===== config.mk =====
export PLATFORM = sky130hd
export DESIGN_NAME = rtc_alarm_irq
export DESIGN_NICKNAME = d
export VERILOG_FILES = /design/src/rtl/alarm_irq_pkg.sv /design/src/rtl/alarm_irq_ctrl.sv /design/src/rtl/alarm_irq_dp.sv /design/src/rtl/rtc_alarm_irq.sv
export SDC_FILE = /design/constraint.sdc
export NUM_CORES = 1
export LEC_CHECK = 0
export BUFFER_PORTS_ARGS = -buffer_cell sky130_fd_sc_hd__buf_2
export CAP_MARGIN = 5
export CORE_MARGIN = 2
export CORE_UTILIZATION = 35
export CTS_CLUSTER_DIAMETER = 120
export DETAILED_ROUTE_END_ITERATION = 10
export GPL_TIMING_DRIVEN = 0
export PLACE_DENSITY = 0.63
export SETUP_SLACK_MARGIN = 0.15
export SLEW_MARGIN = 20
export SYNTH_ARGS = -nofsm -noshare
export SYNTH_HDL_FRONTEND = slang
export SYNTH_SLANG_ARGS = --single-unit

===== constraint.sdc =====
create_clock -name clk -period 1.49 [get_ports clk]
set_clock_uncertainty 0.2 [all_clocks]
set_input_delay 0 -clock clk [delete_from_list [all_inputs] [get_ports clk]]
set_output_delay 0 -clock clk [all_outputs]
set_load 0.1 [all_outputs]

===== src/rtl/alarm_irq_pkg.sv =====
package alarm_irq_pkg;
  localparam int NUM_CH   = 2;
  localparam int ADDR_W   = 4;
  localparam int DATA_W   = 8;
  localparam int DAYS     = 7;
  localparam int WDAY_W   = 3;
  localparam int FIELDS   = 3;  // minute, hour, weekday mask per channel
  localparam logic [ADDR_W-1:0] STAT_ADDR = ADDR_W'(15);

  typedef struct packed {
    logic [NUM_CH-1:0] setFlag;
    logic [NUM_CH-1:0] clrFlag;
    logic [NUM_CH-1:0] wrMin;
    logic [NUM_CH-1:0] wrHour;
    logic [NUM_CH-1:0] wrDay;
    logic              wrStat;
  } strobe_t;
endpackage


===== src/rtl/alarm_irq_ctrl.sv =====
module alarm_irq_ctrl
  import alarm_irq_pkg::*;
(
  input  logic              clk,
  input  logic              rstN,
  input  logic              wrEn,
  input  logic [ADDR_W-1:0] addr,
  input  logic [DATA_W-1:0] wrData,
  input  logic              minTick,
  input  logic [NUM_CH-1:0] match,
  output strobe_t           strb
);
  logic [NUM_CH-1:0] prevMatch;

  always_ff @(posedge clk or negedge rstN) begin
    if (!rstN) prevMatch <= '0;
    else if (minTick) prevMatch <= match;
  end

  always_comb begin
    strb = '0;
    strb.wrStat = wrEn && (addr == STAT_ADDR);
    for (int ch = 0; ch < NUM_CH; ch++) begin
      strb.wrMin[ch]   = wrEn && (addr == ADDR_W'(ch*FIELDS));
      strb.wrHour[ch]  = wrEn && (addr == ADDR_W'(ch*FIELDS + 1));
      strb.wrDay[ch]   = wrEn && (addr == ADDR_W'(ch*FIELDS + 2));
      strb.clrFlag[ch] = strb.wrStat && !wrData[NUM_CH-1-ch];
      strb.setFlag[ch] = minTick && match[ch] && !prevMatch[ch];
    end
  end

  for (genvar g = 0; g < NUM_CH; g++) begin : gChk

    single_set_chk: assert property (@(posedge clk) disable iff (!rstN)
      strb.setFlag[g] |=> !strb.setFlag[g]);
  end
endmodule


===== src/rtl/alarm_irq_dp.sv =====
module alarm_irq_dp
  import alarm_irq_pkg::*;
(
  input  logic              clk,
  input  logic              rstN,
  input  strobe_t           strb,
  input  logic [ADDR_W-1:0] addr,
  input  logic [DATA_W-1:0] wrData,
  input  logic [WDAY_W-1:0] curWeekday,
  input  logic [DATA_W-1:0] curHour,
  input  logic [DATA_W-1:0] curMinute,
  output logic [NUM_CH-1:0] match,
  output logic [DATA_W-1:0] rdData,
  output logic              irqN
);
  logic [DATA_W-1:0] minReg  [NUM_CH];
  logic [DATA_W-1:0] hourReg [NUM_CH];
  logic [DAYS-1:0]   dayReg  [NUM_CH];
  logic [NUM_CH-1:0] enQ;
  logic [NUM_CH-1:0] flagQ;

  always_ff @(posedge clk or negedge rstN) begin
    if (!rstN) begin
      for (int ch = 0; ch < NUM_CH; ch++) begin
        minReg[ch]  <= '0;
        hourReg[ch] <= '0;
        dayReg[ch]  <= '0;
      end
      enQ   <= '0;
      flagQ <= '0;
    end else begin
      for (int ch = 0; ch < NUM_CH; ch++) begin
        if (strb.wrMin[ch])  minReg[ch]  <= wrData;
        if (strb.wrHour[ch]) hourReg[ch] <= wrData;
        if (strb.wrDay[ch])  dayReg[ch]  <= wrData[DAYS-1:0];
        if (strb.wrStat)     enQ[ch]     <= wrData[DATA_W-1-ch];
        if (!enQ[ch])                flagQ[ch] <= 1'b0;
        else if (strb.setFlag[ch])   flagQ[ch] <= 1'b1;
        else if (strb.clrFlag[ch])   flagQ[ch] <= 1'b0;
      end
    end
  end

  for (genvar g = 0; g < NUM_CH; g++) begin : gMatch
    logic dayHit;
    assign dayHit   = |(dayReg[g] & (DAYS'(1) << curWeekday));
    assign match[g] = dayHit && (hourReg[g] == curHour) && (minReg[g] == curMinute);
  end

  always_comb begin
    rdData = '0;
    for (int ch = 0; ch < NUM_CH; ch++) begin
      if (addr == ADDR_W'(ch*FIELDS))     rdData = minReg[ch];
      if (addr == ADDR_W'(ch*FIELDS + 1)) rdData = hourReg[ch];
      if (addr == ADDR_W'(ch*FIELDS + 2)) rdData = DATA_W'(dayReg[ch]);
    end
    if (addr == STAT_ADDR) begin
      for (int ch = 0; ch < NUM_CH; ch++) begin
        rdData[DATA_W-1-ch] = enQ[ch];
        rdData[NUM_CH-1-ch] = flagQ[ch] & enQ[ch];
      end
    end
  end

  assign irqN = ~|(flagQ & enQ);

  for (genvar g = 0; g < NUM_CH; g++) begin : gChk

    rise_needs_set_chk: assert property (@(posedge clk) disable iff (!rstN)
      !strb.setFlag[g] |=> !$rose(flagQ[g]));

    flag_sticky_chk: assert property (@(posedge clk) disable iff (!rstN)
      flagQ[g] && enQ[g] && !strb.clrFlag[g] |=> flagQ[g]);

    disabled_clear_chk: assert property (@(posedge clk) disable iff (!rstN)
      !enQ[g] |=> !flagQ[g]);

    set_wins_chk: assert property (@(posedge clk) disable iff (!rstN)
      strb.setFlag[g] && enQ[g] |=> flagQ[g]);
  end
endmodule


===== src/rtl/rtc_alarm_irq.sv =====
module rtc_alarm_irq
  import alarm_irq_pkg::*;
(
  input  logic              clk,
  input  logic              rstN,
  input  logic              wrEn,
  input  logic [ADDR_W-1:0] addr,
  input  logic [DATA_W-1:0] wrData,
  output logic [DATA_W-1:0] rdData,
  input  logic              minTick,
  input  logic [WDAY_W-1:0] curWeekday,
  input  logic [DATA_W-1:0] curHour,
  input  logic [DATA_W-1:0] curMinute,
  output logic              irqN
);
  strobe_t           strb;
  logic [NUM_CH-1:0] match;

  alarm_irq_ctrl i_ctrl (
    .clk(clk), .rstN(rstN), .wrEn(wrEn), .addr(addr), .wrData(wrData),
    .minTick(minTick), .match(match), .strb(strb)
  );

  alarm_irq_dp i_dp (
    .clk(clk), .rstN(rstN), .strb(strb), .addr(addr), .wrData(wrData),
    .curWeekday(curWeekday), .curHour(curHour), .curMinute(curMinute),
    .match(match), .rdData(rdData), .irqN(irqN)
  );
endmodule


### Word-level counts from Yosys, hierarchy flattened

Index checks and enable logic that the tools add are counted.

| storage, ports and cells | value |
|---|---|
| flip-flop bits (word level) | 52 |
| memories kept | 0 |
| ROM bits | 0 |
| memory bits (writable) | 0 |
| bits in latches | 0 |
| input bits | 35 |
| logic and storage cells | 68 |
| output and inout port bits | 9 |

| operators by class | value |
|---|---|
| add/sub/neg operators | 0 |
| multiply operators | 0 |
| mux-type cells | 14 |
| divide/modulo/power cells | 0 |
| reduce and logical (&&, ||, !) cells | 26 |
| equality and inequality tests | 12 |
| shift-type cells | 1 |
| order comparisons | 0 |
| bitwise logic cells | 5 |

Operator list:

| cell | number |
|---|---|
| 2-to-1 mux 8 bit | 6 |
| equality test 8 bit | 4 |
| logical AND 1 bit | 17 |
| bitwise AND 7 bit | 2 |
| OR reduction 7 bit | 2 |
| equality test 4 x 2 -> 1 bit (second input constant) | 2 |
| equality test 4 x 3 -> 1 bit (second input constant) | 2 |
| left shift 1 x 3 -> 7 bit (first input constant) | 1 |
| 2-to-1 mux 1 bit | 6 |
| != test 3 bit (second input constant) | 2 |
| logical NOT 1 bit | 5 |
| equality test 4 x 1 -> 1 bit (second input constant) | 1 |
| equality test 4 bit (second input constant) | 1 |
| logical NOT 4 bit | 1 |
| 2-to-1 mux 2 bit | 2 |
| bitwise AND 1 bit | 2 |
| bitwise AND 2 bit | 1 |
| OR reduction 2 bit | 1 |

### Depth between registers and ports, before layout

| depth | value |
|---|---|
| word-level depth | 9 |
| gate-level depth with buffers | 7 |
| gate-level depth less buffers | 5 |

### By module

A second synthesis with hierarchy kept.

| second synthesis, totals | value |
|---|---|
| cell total of the unflattened synthesis | 261 |
| area total of the unflattened synthesis | 2997.9 µm² |

Modules (own cells, without submodules):

| module | cells an instance | sequential area each (µm²) | instances | area each (µm²) |
|---|---|---|---|---|
| alarm_irq_dp | 238 | 1251.2 | 1 | 2829.0 |
| alarm_irq_ctrl | 23 | 50.0 | 1 | 168.9 |

### Worst setup path after synthesis

OpenSTA, ideal clock, no wires.

| path | value |
|---|---|
| path kind | in2out |
| start | input addr[0] |
| end | output rdData[0] |
| arrival | 2.857 ns |
| stages | 7 |
| buffers on the path | 2 |
| setup slack | -1.567 ns |
| data required time | 1.290 ns |
| path through | nor2b_2 > buf_6 > and3b_1 > buf_6 > nor2_1 > o21ai_0 > o21ai_0 |

| on the way | value |
|---|---|
| word-level cells in the longest chain between the ends | 8 |
| elaborated cells on any way between the ends | 14 |
| those cells by class | 6 x eq/ne; 7 x mux; 1 x reduce/logical |

RTL lines:

| element | RTL line | RTL |
|---|---|---|
| start, declared | rtc_alarm_irq.sv:7 | `input logic [ADDR_W-1:0] addr,` |
| logical NOT 4 bit | alarm_irq_dp.sv:53 | `if (addr == ADDR_W'(ch*FIELDS)) rdData = minReg[ch];` |
| 2-to-1 mux 8 bit | alarm_irq_dp.sv:53 |  |
| 2-to-1 mux 8 bit | alarm_irq_dp.sv:54 | `if (addr == ADDR_W'(ch*FIELDS + 1)) rdData = hourReg[ch];` |
| 2-to-1 mux 8 bit | alarm_irq_dp.sv:55 | `if (addr == ADDR_W'(ch*FIELDS + 2)) rdData = DATA_W'(dayReg[ch]);` |
| 2-to-1 mux 8 bit | alarm_irq_dp.sv:53 |  |
| 2-to-1 mux 8 bit | alarm_irq_dp.sv:54 |  |
| 2-to-1 mux 8 bit | alarm_irq_dp.sv:55 |  |
| 2-to-1 mux 2 bit (*) | alarm_irq_dp.sv:57 | `if (addr == STAT_ADDR) begin` |
| end, declared | rtc_alarm_irq.sv:9 | `output logic [DATA_W-1:0] rdData,` |

Every way passes the cells marked *; elsewhere a longest branch is shown, timed or not.

### Worst setup path in the final report

| path | value |
|---|---|
| start | register i_dp.minReg[3] (netlist bit) |
| end | output rdData[3] |

| on the way | value |
|---|---|
| word-level cells in the longest chain between the ends | 3 |

RTL lines:

| element | RTL line | RTL |
|---|---|---|
| start, declared | alarm_irq_dp.sv:16 | `logic [DATA_W-1:0] minReg [NUM_CH];` |
| start signal, assigned by index | alarm_irq_dp.sv:33 | `if (strb.wrMin[ch]) minReg[ch] <= wrData;` |
| 2-to-1 mux 8 bit | alarm_irq_dp.sv:53 |  |
| 2-to-1 mux 8 bit | alarm_irq_dp.sv:54 |  |
| 2-to-1 mux 8 bit | alarm_irq_dp.sv:55 |  |

No other way between the ends.

==> flow_summary.toml <==
[drt]
drt_wl_total_mm = 8.70
drt-pass1-iter-count = 4
ant_nets = 0
drtIter0Drc = 116
drc = 0
wire_per_inst_um = 19.7
viasPerCell = 5.38
num_vias = 2379

[global_routing]
antenna_found_initial = 0
grt_first_pass_wirelength_mm = 13.6
gr-total-overflow = 0
grt_max_degree = 53
grt_pass1_vias = 2457
grt_usage_pct = 20.3

[floorplanning]
start_util_pct = 36.2
num_rows = 33
coreArea_um2 = 8220
die_y_um = 96.1
die_w_um = 96.1
ios = 44
dieArea_um2 = 9240

[synthesis]
synth-edff-count = 0
ys_top_cells_by_area = "dfrtp_1 (44%), mux2_2 (19%), xnor2_1 (7.4%)"
synth_ff_type = "dfrtp_1"
yosys_register_bits = 52
synthCells = 256
synth_warnings = 0
yosysSeqAreaShare_pct = 43.8
syn_area_per_cell_um2 = 11.6
ys_async_sr_fraction_pct = 100
syn_area_um2 = 2970
synth_nets = 291
synth_top_area_cell = "dfrtp_1"
synth_cell_type_count = 49
yosysTopAreaCellShare_pct = 43.8

[placed_design]
gp_congestion = 0.821
placed_area_um2 = 3450
hpwl_mm = 6.12
portBuffers = 41

[clocking]
cts_buffer_depth = 2
numCtsBuffers = 5
root_buffer = "clkbuf_8"
ctsHoldBuffers = 13
cts.sinks = 52
clkSlewWorstSetupHoldPaths_ps = 100
h-tree-depth = 2
tritoncts = "built"
clk_latency_ps = 310

[sta]
rsz0062_at_grt = "yes"
holdWs_ps = -29.4
setup_viol = 12
finalCritPeriodShare_pct = 136
slew_headroom_pct = 54.4
hold_viol = 3
worst_slack_ps = -531
slew_viol_final = 0
tns_ps = -2240
min_period_ps = 2020
max_freq_ghz = 0.495
tightest_slew_ps = 684

[power]
p_leak_nw = 1.69
powerDensity_nw_per_um2 = 1110
max-vdd-ir-drop_mv = 0.423

[finish]
n_antenna_cell = 0
syn_to_final_growth_pct = 37.0
fin_nets = 371
design_area_um2 = 4070
drive_gt1_share_pct = 53.1

[setup_path]
worst-path-buf-inv = 2
critPathKind = "flip-flop to output pin"
cp.depth = 4
crit_fanout = 2
crit_family = "multiplexers"
cp-startpoint = "i_dp.minReg[3]"
cp-start-kind = "flip-flop"
rrSetupSlack_ps = -250
worstPathRequired_ps = 1290
cpMaxStageDelayCell = "mux4_2"
rr_endpoint = "i_dp.flagQ[0]"
cp-end-kind = "output pin"
critPathMaxStageDelay_ps = 470
cp_cell_sequence = "mux4_2, a222oi_1, inv_2, buf_8"
worstReg2RegStart = "i_dp.hourReg[11]"
ff2ff_path_depth = 7
timing.critical_path.to = "rdData[3]"
worstPathArrival_ps = 1820

[run]
max_cap_viol_count = 0

[run_status]
status = "finished, violations left"
violations = "negative hold slack, negative setup slack"

[hold_path]
hp-class = "input pin to flip-flop"
==> sequential cells by signal, summed over array words and instances (netlist names) <==
name	flops
i_dp.flagQ	2
i_ctrl.prevMatch	2
i_dp.minReg	16
i_dp.hourReg	16
i_dp.enQ	2
i_dp.dayReg	14
==> cell families (layout without fill, tap and decap cells) <==
group / after synthesis / count (layout) / share of synthesized area [%]
buffers and inverters: 14 / 95 / 2.82
AO/OA/AOI/OAI: 49 / 49 / 11.1
AND/OR/NAND/NOR: 52 / 52 / 11.1
multiplexers: 57 / 57 / 21.8
XOR/XNOR: 32 / 32 / 9.44
flip-flops: 52 / 52 / 43.8
==> where the power goes <==
part	leakage [nW]	switching (W)	internal (W)	total (W)
Clock	0.0558	0.000502	0.000509	0.00101
Combinational	0.996	0.000711	0.000787	0.00150
Sequential	0.642	0.000308	0.00172	0.00202
==> synthesized netlist by cell type, types with 3 or more instances <==
cell,count
nand4_1,6
a22oi_1,3
a21oi_1,10
nand2_1,12
inv_1,4
xor2_1,7
mux2i_1,5
mux2_2,51
a22o_1,5
xnor2_1,25
buf_4,3
dfrtp_1,52
o21ai_0,16
nor2_1,10
buf_2,4
==> timing repair <==
item                                    in CTS  in global routing
hold endpoints to repair                   104                  1
resized for setup                           49                 11
pin swaps                                   22                  9
setup buffers                               13                  6
endpoints found under the setup margin      13                 15
==> layout by cell type, fill, tap and decap left out, drive strengths merged, types with 2 or more instances in the layout <==
master       instances
xor2                 7
buf                 69
o221ai               2
inv                  5
nor4                 2
dlygate4sd3         13
and4                 2
dfrtp               52
clkbuf               7
nor2                12
mux2i                5
xnor2               25
and3b                2
a32oi                2
mux2                51
a22oi                3
nand4                6
o21ai               17
nand3                4
nand2               14
a22o                 5
a21oi               10
nor3                 2
==> worst register-to-register path: stages (launching register included) <==
cell and delay (ps):
dfrtp_1 420, buf_6 130, buf_6 110, xnor2_2 120, nand4_1 180, nor3_2 230
o2111ai_2 160, o21ai_1 150
==> layout make-up <==
type | count | area [um^2]
inverter | 4 | 15.0
clock inverter | 2 | 38.8
clock buffer | 6 | 72.6
tap | 105 | 131
sequential | 52 | 1300
fill | 757 | 4150
timing repair buffer | 73 | 613
multi-input combinational | 190 | 1800
buffer | 10 | 91.3
==> metal layers <==
metal | track usage, % | vias to the layer above | wire length (um)
met5 | 0 | - | 0
met1 | 26.8 | 1200 | 3900
met2 | 33.0 | 60 | 4170
li1 | - | 1104 | -
met3 | 4.15 | 15 | 412
met4 | 6.67 | 0 | 215
==> worst min-delay path by stage <==
stage | slack, ps | from | depth (start not counted) | to
after floorplan | -500 | rstN | 0 | i_ctrl.prevMatch[0]
after global placement | 50 | minTick | 2 | i_ctrl.prevMatch[1]
after detailed placement | -120 | rstN | 1 | i_dp.minReg[7]
after CTS | -40 | curHour[6] | 6 | i_ctrl.prevMatch[1]
after global routing | -20 | curHour[6] | 6 | i_ctrl.prevMatch[1]
final | -30 | curHour[6] | 6 | i_ctrl.prevMatch[1]
==> through the flow <==
step	total power, W	worst slack, ps	util (%)	cells
6_report	0.00453	-531	49.5	442
5_1_grt	0.00474	-601	49.5	442
4_1_cts	0.00449	-569	48.5	436
3_5_place_dp	0.00323	-348	42.0	402
3_3_place_gp	0.00320	-352	42.0	402
2_1_floorplan	0.00286	-132	-	256
No activity file was read; power rests on OpenSTA's default activity.
